==> config.mk <==
export PLATFORM = sky130hd
export DESIGN_NAME = sda_stuck_watchdog
export DESIGN_NICKNAME = d
export VERILOG_FILES = /design/src/rtl/sdawd_pkg.sv /design/src/rtl/sdawd_poll_timer.sv /design/src/rtl/sdawd_low_tracker.sv /design/src/rtl/sdawd_sat_counter.sv /design/src/rtl/sda_stuck_watchdog.sv
export SDC_FILE = /design/constraint.sdc
export NUM_CORES = 1
export LEC_CHECK = 0
export CORE_AREA = 4 4 58 60
export CTS_BUF_LIST = sky130_fd_sc_hd__clkbuf_8 sky130_fd_sc_hd__clkbuf_16
export DETAILED_ROUTE_END_ITERATION = 12
export DIE_AREA = 0 0 62 64
export GPL_ROUTABILITY_DRIVEN = 0
export PLACE_DENSITY_LB_ADDON = 0.08
export RECOVER_POWER = 100
export SKIP_CTS_REPAIR_TIMING = 1
export SYNTH_ARGS = -nofsm -noshare
export SYNTH_HDL_FRONTEND = slang
export SYNTH_SLANG_ARGS = --single-unit
export TNS_END_PERCENT = 10
==> constraint.sdc <==
create_clock -name clk -period 4.1 [get_ports clk]
set_clock_uncertainty 0.2 [all_clocks]
set_input_delay 0.41 -clock clk [delete_from_list [all_inputs] [get_ports clk]]
set_output_delay 0.41 -clock clk [all_outputs]
set_load 0.02 [all_outputs]
==> src/rtl/sdawd_pkg.sv <==
// Shared types for the SDA stuck-low watchdog.
package sdawd_pkg;
    // Controller phase: one-cycle initialisation, then polling.
    typedef enum logic {
        ST_INIT = 1'b0,
        ST_RUN  = 1'b1
    } wd_state_e;
endpackage

==> src/rtl/sdawd_poll_timer.sv <==
// Poll timer: emits a one-cycle sample strobe every POLL_TICKS cycles.
// Assumes: clear holds the count at zero; counting starts the cycle after clear drops.
module sdawd_poll_timer #(
    parameter int POLL_TICKS = 1000
) (
    input  logic clk,
    input  logic rst_n,
    input  logic clear,
    output logic strobe
);
    localparam int CW = (POLL_TICKS > 1) ? $clog2(POLL_TICKS) : 1;
    localparam logic [CW-1:0] LAST = CW'(POLL_TICKS - 1);

    logic [CW-1:0] cnt;

    // Strobe on the last tick of each period unless held clear.
    assign strobe = !clear && (cnt == LAST);

    // Tick counter, wrapping at the period end.
    always_ff @(posedge clk) begin
        if (!rst_n || clear) cnt <= '0;
        else if (cnt == LAST) cnt <= '0;
        else cnt <= cnt + CW'(1);
    end

    p_strobe_wrap_r3: assert property (@(posedge clk) disable iff (!rst_n)
        strobe |=> (cnt == '0));
    p_step_r3: assert property (@(posedge clk) disable iff (!rst_n)
        (!clear && !strobe) |=> (cnt == $past(cnt) + CW'(1)));
endmodule

==> src/rtl/sdawd_low_tracker.sv <==
// Low-sample tracker: counts consecutive qualifying low samples and flags the threshold.
// Assumes: sample is a one-cycle strobe; clear (write-complete or init) wins over sample.
module sdawd_low_tracker #(
    parameter int LOW_LIMIT = 3,
    localparam int LW = $clog2(LOW_LIMIT + 1)
) (
    input  logic          clk,
    input  logic          rst_n,
    input  logic          clear,
    input  logic          sample,
    input  logic          sda,
    input  logic          host_on,
    output logic [LW-1:0] low_count,
    output logic          hit
);
    localparam logic [LW-1:0] TOP = LW'(LOW_LIMIT - 1);

    logic low_seen;

    // A sample counts only while powered and the line is low.
    assign low_seen = sample && !clear && host_on && !sda;
    // Threshold reached on this sample.
    assign hit = low_seen && (low_count == TOP);

    // Counter update: clear, reset on a good sample, step on a low one.
    always_ff @(posedge clk) begin
        if (!rst_n || clear) low_count <= '0;
        else if (sample && !low_seen) low_count <= '0;
        else if (hit) low_count <= '0;
        else if (low_seen) low_count <= low_count + LW'(1);
    end

    p_wr_clear_r7: assert property (@(posedge clk) disable iff (!rst_n)
        clear |=> (low_count == '0));
    p_hit_clear_r6: assert property (@(posedge clk) disable iff (!rst_n)
        hit |=> (low_count == '0));
    p_good_clear_r4: assert property (@(posedge clk) disable iff (!rst_n)
        (sample && !clear && (sda || !host_on)) |=> (low_count == '0));
    p_incr_r5: assert property (@(posedge clk) disable iff (!rst_n)
        (low_seen && !hit) |=> (low_count == $past(low_count) + LW'(1)));
endmodule

==> src/rtl/sdawd_sat_counter.sv <==
// Saturating event counter.
// Assumes: inc is a one-cycle event; the count holds at all ones.
module sdawd_sat_counter #(
    parameter int W = 16
) (
    input  logic         clk,
    input  logic         rst_n,
    input  logic         inc,
    output logic [W-1:0] count
);
    localparam logic [W-1:0] MAXV = '1;

    // Increment unless already at the ceiling.
    always_ff @(posedge clk) begin
        if (!rst_n) count <= '0;
        else if (inc && (count != MAXV)) count <= count + W'(1);
    end

    p_sat_hold_r8: assert property (@(posedge clk) disable iff (!rst_n)
        (count == MAXV) |=> (count == MAXV));
    p_inc_r6: assert property (@(posedge clk) disable iff (!rst_n)
        (inc && (count != MAXV)) |=> (count == $past(count) + W'(1)));
endmodule

==> src/rtl/sda_stuck_watchdog.sv <==
// SDA stuck-low watchdog top: sequences init/run, samples the data line on a
// poll strobe, and issues recovery and unwedge pulses.
// Assumes: sda_in is already synchronised; wr_done is a one-cycle event.
module sda_stuck_watchdog
    import sdawd_pkg::*;
#(
    parameter int POLL_TICKS = 1000,
    parameter int LOW_LIMIT  = 3,
    parameter int REC_W      = 16
) (
    input  logic                           clk,
    input  logic                           rst_n,
    input  logic                           sda_in,
    input  logic                           host_on,
    input  logic                           wr_done,
    output logic                           unwedge_req,
    output logic                           reinit_pulse,
    output logic [$clog2(LOW_LIMIT+1)-1:0] low_count,
    output logic [REC_W-1:0]               recovery_count
);
    wd_state_e state;
    logic      in_init;
    logic      strobe;
    logic      hit;

    assign in_init = (state == ST_INIT);

    // Phase sequencing: one init cycle, then run until a recovery.
    always_ff @(posedge clk) begin
        if (!rst_n) state <= ST_INIT;
        else if (in_init) state <= ST_RUN;
        else if (hit) state <= ST_INIT;
    end

    // Registered pulses: unwedge after a low init sample, reinit on threshold.
    always_ff @(posedge clk) begin
        if (!rst_n) begin
            unwedge_req  <= 1'b0;
            reinit_pulse <= 1'b0;
        end else begin
            unwedge_req  <= in_init && !sda_in;
            reinit_pulse <= hit;
        end
    end

    sdawd_poll_timer #(.POLL_TICKS(POLL_TICKS)) u_timer (
        .clk    (clk),
        .rst_n  (rst_n),
        .clear  (in_init),
        .strobe (strobe)
    );

    sdawd_low_tracker #(.LOW_LIMIT(LOW_LIMIT)) u_low (
        .clk       (clk),
        .rst_n     (rst_n),
        .clear     (wr_done || in_init),
        .sample    (strobe),
        .sda       (sda_in),
        .host_on   (host_on),
        .low_count (low_count),
        .hit       (hit)
    );

    sdawd_sat_counter #(.W(REC_W)) u_rec (
        .clk   (clk),
        .rst_n (rst_n),
        .inc   (hit),
        .count (recovery_count)
    );

    p_reinit_single_r6: assert property (@(posedge clk) disable iff (!rst_n)
        reinit_pulse |=> !reinit_pulse);
    p_unwedge_init_r2: assert property (@(posedge clk) disable iff (!rst_n)
        unwedge_req |-> ($past(state) == ST_INIT));
    p_unwedge_single_r2: assert property (@(posedge clk) disable iff (!rst_n)
        unwedge_req |=> !unwedge_req);
    p_reinit_is_init_r9: assert property (@(posedge clk) disable iff (!rst_n)
        reinit_pulse |-> (state == ST_INIT));
endmodule

==> Word level (Yosys, flattened, before mapping) <==
Index checks and enable logic that the tools add are counted.
{ "totals": {"register_bits": 31, "in_bits": 5, "output_inout_bits": 20, "elab_cells": 32} }
{ "classes": {"n_addsub": 3, "n_eq_ne": 3, "n_mux": 2, "n_bitwise": 1, "n_reduce_logical": 17} }
{ "op_table": {"columns": ["op", "count"], "rows": [
  ["16-bit by 1-bit adder with 16-bit output, second input constant", 1],
  ["16-bit != test, second input constant", 1],
  ["10-bit by 1-bit adder with 10-bit output, second input constant", 1],
  ["10-bit equality test, second input constant", 1],
  ["1-bit logical AND", 8],
  ["1-bit zero test", 4],
  ["1-bit logical OR", 3],
  ["3-bit OR reduction", 1],
  ["2-bit by 1-bit adder with 2-bit output, second input constant", 1],
  ["2-bit equality test, second input constant", 1],
  ["1-bit two-way mux", 2],
  ["2-bit OR reduction", 1],
  ["1-bit inverter", 1]
]} }

==> Logic depth before layout (Yosys ltp) <==
{ "logic_depth": {"word_depth": 9, "depth_mapped": 8, "depth_no_buf": 6} }

==> Hierarchy <==
Synthesis repeated with hierarchy kept, for this count alone.
{ "hier_totals": {"hier_cells": 170, "hier_area_um2": 1507.7} }
{ "by_module_without_submodules": {"columns": ["mod", "instances", "cells_per_inst", "area_each_um2", "seq_area_each_um2"], "rows": [
  ["sdawd_sat_counter", 1, 97, 837.1, 320.3],
  ["sdawd_poll_timer", 1, 52, 447.9, 200.2],
  ["sdawd_low_tracker", 1, 13, 125.1, 40.0],
  ["sda_stuck_watchdog", 1, 8, 97.6, 60.1]
]} }

==> Least setup slack after synthesis <==
No wires, ideal clock.
{ "synth_timing": {"kind": "input to register", "from": "input port wr_done", "to": "register u_rec.count[10]", "setup_ns": 0.132, "t_arrival_ns": 1.439, "required_time_ns": 3.768, "path_slack_ns": 2.329, "cell_stages": 6, "n_path_buf": 2, "path_cell_list": "and4b_1 > nand4_4 > buf_2 > buf_2 > o31ai_1 > a21oi_1"} }
{ "synth_via": {"elab_chain_cells": 7} }
{ "synth_lines": {"columns": ["element", "line_no", "text"], "rows": [
  ["from (decl)", "sda_stuck_watchdog.sv:15", "input logic wr_done,"],
  ["1-bit logical OR", "sda_stuck_watchdog.sv:56", ".clear (wr_done || in_init),"],
  ["1-bit zero test", "sdawd_low_tracker.sv:21", "assign low_seen = sample && !clear && host_on && !sda;"],
  ["1-bit logical AND (3 in a row)", "sdawd_low_tracker.sv:21", null],
  ["1-bit logical AND", "sdawd_low_tracker.sv:23", "assign hit = low_seen && (low_count == TOP);"],
  ["1-bit logical AND", "sdawd_sat_counter.sv:16", "else if (inc && (count != MAXV)) count <= count + W'(1);"],
  ["to (signal assigned)", "sdawd_sat_counter.sv:16", null],
  ["to (decl)", "sdawd_sat_counter.sv:9", "output logic [W-1:0] count"]
]} }
No other way between the ends.
A chain may end at the register's enable or synchronous reset.

==> Worst setup path in the final report <==
{ "layout_timing": {"from": "register u_timer.cnt[0]", "to": "register u_rec.count[4]"} }
{ "layout_via": {"elab_chain_cells": 7} }
{ "layout_lines": {"columns": ["element", "line_no", "text"], "rows": [
  ["from (decl)", "sdawd_poll_timer.sv:14", "logic [CW-1:0] cnt;"],
  ["from (signal assigned)", "sdawd_poll_timer.sv:23", "else cnt <= cnt + CW'(1);"],
  ["10-bit equality test", "sdawd_poll_timer.sv:17", "assign strobe = !clear && (cnt == LAST);"],
  ["1-bit logical AND", "sdawd_poll_timer.sv:17", null],
  ["1-bit logical AND (3 in a row)", "sdawd_low_tracker.sv:21", null],
  ["1-bit logical AND", "sdawd_low_tracker.sv:23", null],
  ["1-bit logical AND", "sdawd_sat_counter.sv:16", null]
]} }
No other way between the ends.

==> impl_metrics.tcl <==
set metrics [dict create \
    antenna_found_initial 0 \
    ys_async_sr_fraction_pct 0 \
    rsz0062_at_grt "no" \
    postLayoutCellArea_mm2 0.00186 \
    path_clk_slew_ps 60 \
    final_net_count 200 \
    final.period_utilization_pct 69.1 \
    syn_to_final_growth_pct 20.1 \
    grt_max_degree 27 \
    wire_per_inst_um 13.9 \
    final_layout_size_suffix_gt1_share_pct 8.29 \
    synthFlopType "dfxtp_1" \
    num_rows 20 \
    ys_types 39 \
    grt_overflow 0 \
    synth-seq-cells 31 \
    synth.area.top_cells "dfxtp_1 40%, a21oi_1 4.9%, o31ai_1 4.4%, nand4_1 4.0%, or4_1 3.4%" \
    cts_tree "yes" \
    max_stage_delay_ps 850 \
    critPathKind "reg2reg" \
    start_util_pct 52.8 \
    setup_viol 0 \
    grt_pass1_vias 1268 \
    tightest_slew_ps 1000 \
    nFillCells 253 \
    fp.dieW_um 62 \
    yosysSeqAreaShare_pct 40.1 \
    drtAntennaViolNets 0 \
    synthCells 169 \
    hold_viol 0 \
    yosys.area.top_type "dfxtp_1" \
    postPlaceCellArea_mm2 0.00178 \
    cap_violations 0 \
    dp.cells 218 \
    diodes 0 \
    vias 1377 \
    grt_pass1_wl_um 5490 \
    drt-total-wl_um 3140 \
    holdCritPathClass "reg2reg" \
    crit_required_ps 4120 \
    drt-initial-drc-count 46 \
    avgSynthCellArea_um2 9.15 \
    fp.dieH_um 64 \
    syn-num-nets 177 \
    grt_usage_pct 18.6 \
    cp.arrival_ps 2850 \
    root_buffer "clkbuf_8" \
    total_leakage_power_nw 0.705 \
    r2r_slack_ps 1270 \
    end_kind "flop" \
    period_minus_slack_ps 2830 \
    holdWs_ps 265 \
    critPathSlowestCell "or4_2" \
    clk_latency_ps 290 \
    cts_max_level 2 \
    power.density_mw_per_mm2 316 \
    dr.pass1.iters 4 \
    die_area_mm2 0.00397 \
    setup_tns_ps 0 \
    cp_cell_sequence "ha_1 > and4b_1 > nand4_1 > or4_2 > a21oi_1" \
    cts.sinks 31 \
    core_mm2 0.00293 \
    yosysWarnings 0 \
    num_io_pins 25 \
    clock_path_buffers 2 \
    worst-path-max-fanout 26 \
    fmax_ghz 0.353 \
    maxSlewHeadroom_pct 32.7 \
    netlist_area_mm2 0.00155 \
    cts_made_buffers 5 \
    port-buffer-count 24 \
    hpwl_um 2180 \
    detail_route.vias_per_cell 6.09 \
    synth_top_area_share_pct 40.1 \
    drv_slew 0 \
    status "finished clean" \
    synth_edf_count 0 \
    route.detailed.drc 0 \
    start_kind "flop" \
    vdd_drop_max_v 0.000275 \
    final_cells 226 \
]
-- stage by stage --
step	utilization [%]	total power, W	setup slack, ps
CTS	64.3	0.000596	1700
finish	63.4	0.000586	1270
floorplan	-	0.000319	2060
detailed placement	60.8	0.000326	1610
global route	63.4	0.000615	942
global placement	60.8	0.000326	1650
-- flip-flops by register name (all words and copies together), names as in the netlist --
name / count
reinit_pulse: 1
unwedge_req: 1
state: 1
u_low.low_count: 2
u_timer.cnt: 10
u_rec.count: 16
-- Yosys cell counts (3+ instances only) --
cell,instances
mux2i_1,3
and4_1,4
a21oi_1,15
ha_1,3
and3_1,4
nand3_1,7
inv_1,5
buf_2,3
xor2_1,5
o31ai_1,9
nor2_1,13
nand2b_1,3
nand2_1,9
nand4_1,10
xnor2_1,3
or3_1,5
or4_1,7
dfxtp_1,31
-- cell type report --
cell class              instances  area [um^2]  share of cell area [%]
clock inverters                 1         7.51                   0.404
clock buffers                   7         96.3                    5.19
repair buffers                 24          240                    12.9
well taps                      33         41.3                    2.22
flip-flops and latches         31          621                    33.4
multi-input cells             125          832                    44.8
inverters                       5         18.8                    1.01
-- path summary, 6_finish.rpt --
| path | startpoint | endpoint | depth (start not counted) |
|---|---|---|---|
| min reg2reg | u_timer.cnt[0]$_SDFF_PP0_ | u_timer.cnt[0]$_SDFF_PP0_ | 1 |
| min | u_timer.cnt[0]$_SDFF_PP0_ | u_timer.cnt[0]$_SDFF_PP0_ | 1 |
| max reg2reg | u_timer.cnt[0]$_SDFF_PP0_ | u_rec.count[4]$_SDFFE_PN0P_ | 5 |
| max | u_timer.cnt[0]$_SDFF_PP0_ | u_rec.count[4]$_SDFFE_PN0P_ | 5 |
-- cells by family (layout without fill, tap and decap cells) --
group,Yosys count,in the layout,synth area share (%)
AO/OA/AOI/OAI,28,28,11.1
XOR/XNOR,8,8,4.53
adder cells (fa/ha/maj),3,3,2.43
buffers and inverters,13,37,4.37
flip-flops,31,31,40.1
multiplexers,3,3,1.94
AND/OR/NAND/NOR,83,83,35.5
-- routing by layer --
metal | vias to the layer above | GRT usage (%) | part of all wire, %
li1 | 683 | - | -
met1 | 661 | 21.3 | 42
met2 | 26 | 29.3 | 51
met3 | 7 | 7.47 | 4.8
met4 | 0 | 8.49 | 2.2
met5 | - | 0 | 0
-- layout by cell type (no fill, tap or decap), drive strengths merged, types with 7 or more instances in the layout --
cell,synthesis,layout
a21oi,15,15
nand3,7,7
dlygate4sd3,0,21
or4,8,8
nand4,12,12
nor2,13,13
nand2,9,9
o31ai,9,9
clkbuf,2,7
dfxtp,31,31
-- critical path: cells and delay by family, from the launching register on --
| family | cells | cell delay (ps) |
|---|---|---|
| fa+ha+maj | 1 | 260 |
| simple gates | 3 | 1780 |
| flops | 1 | 370 |
| compound gates | 1 | 150 |
-- report_power, final --
group | leakage (nW) | switching [W] | total [W] | internal [W]
combinational | 0.404 | 0.00000833 | 0.0000147 | 0.00000634
sequential | 0.250 | 0.00000150 | 0.000305 | 0.000303
clock | 0.0505 | 0.000114 | 0.000267 | 0.000152
total | 0.705 | 0.000124 | 0.000586 | 0.000462
(Power assumes the default switching activity.)
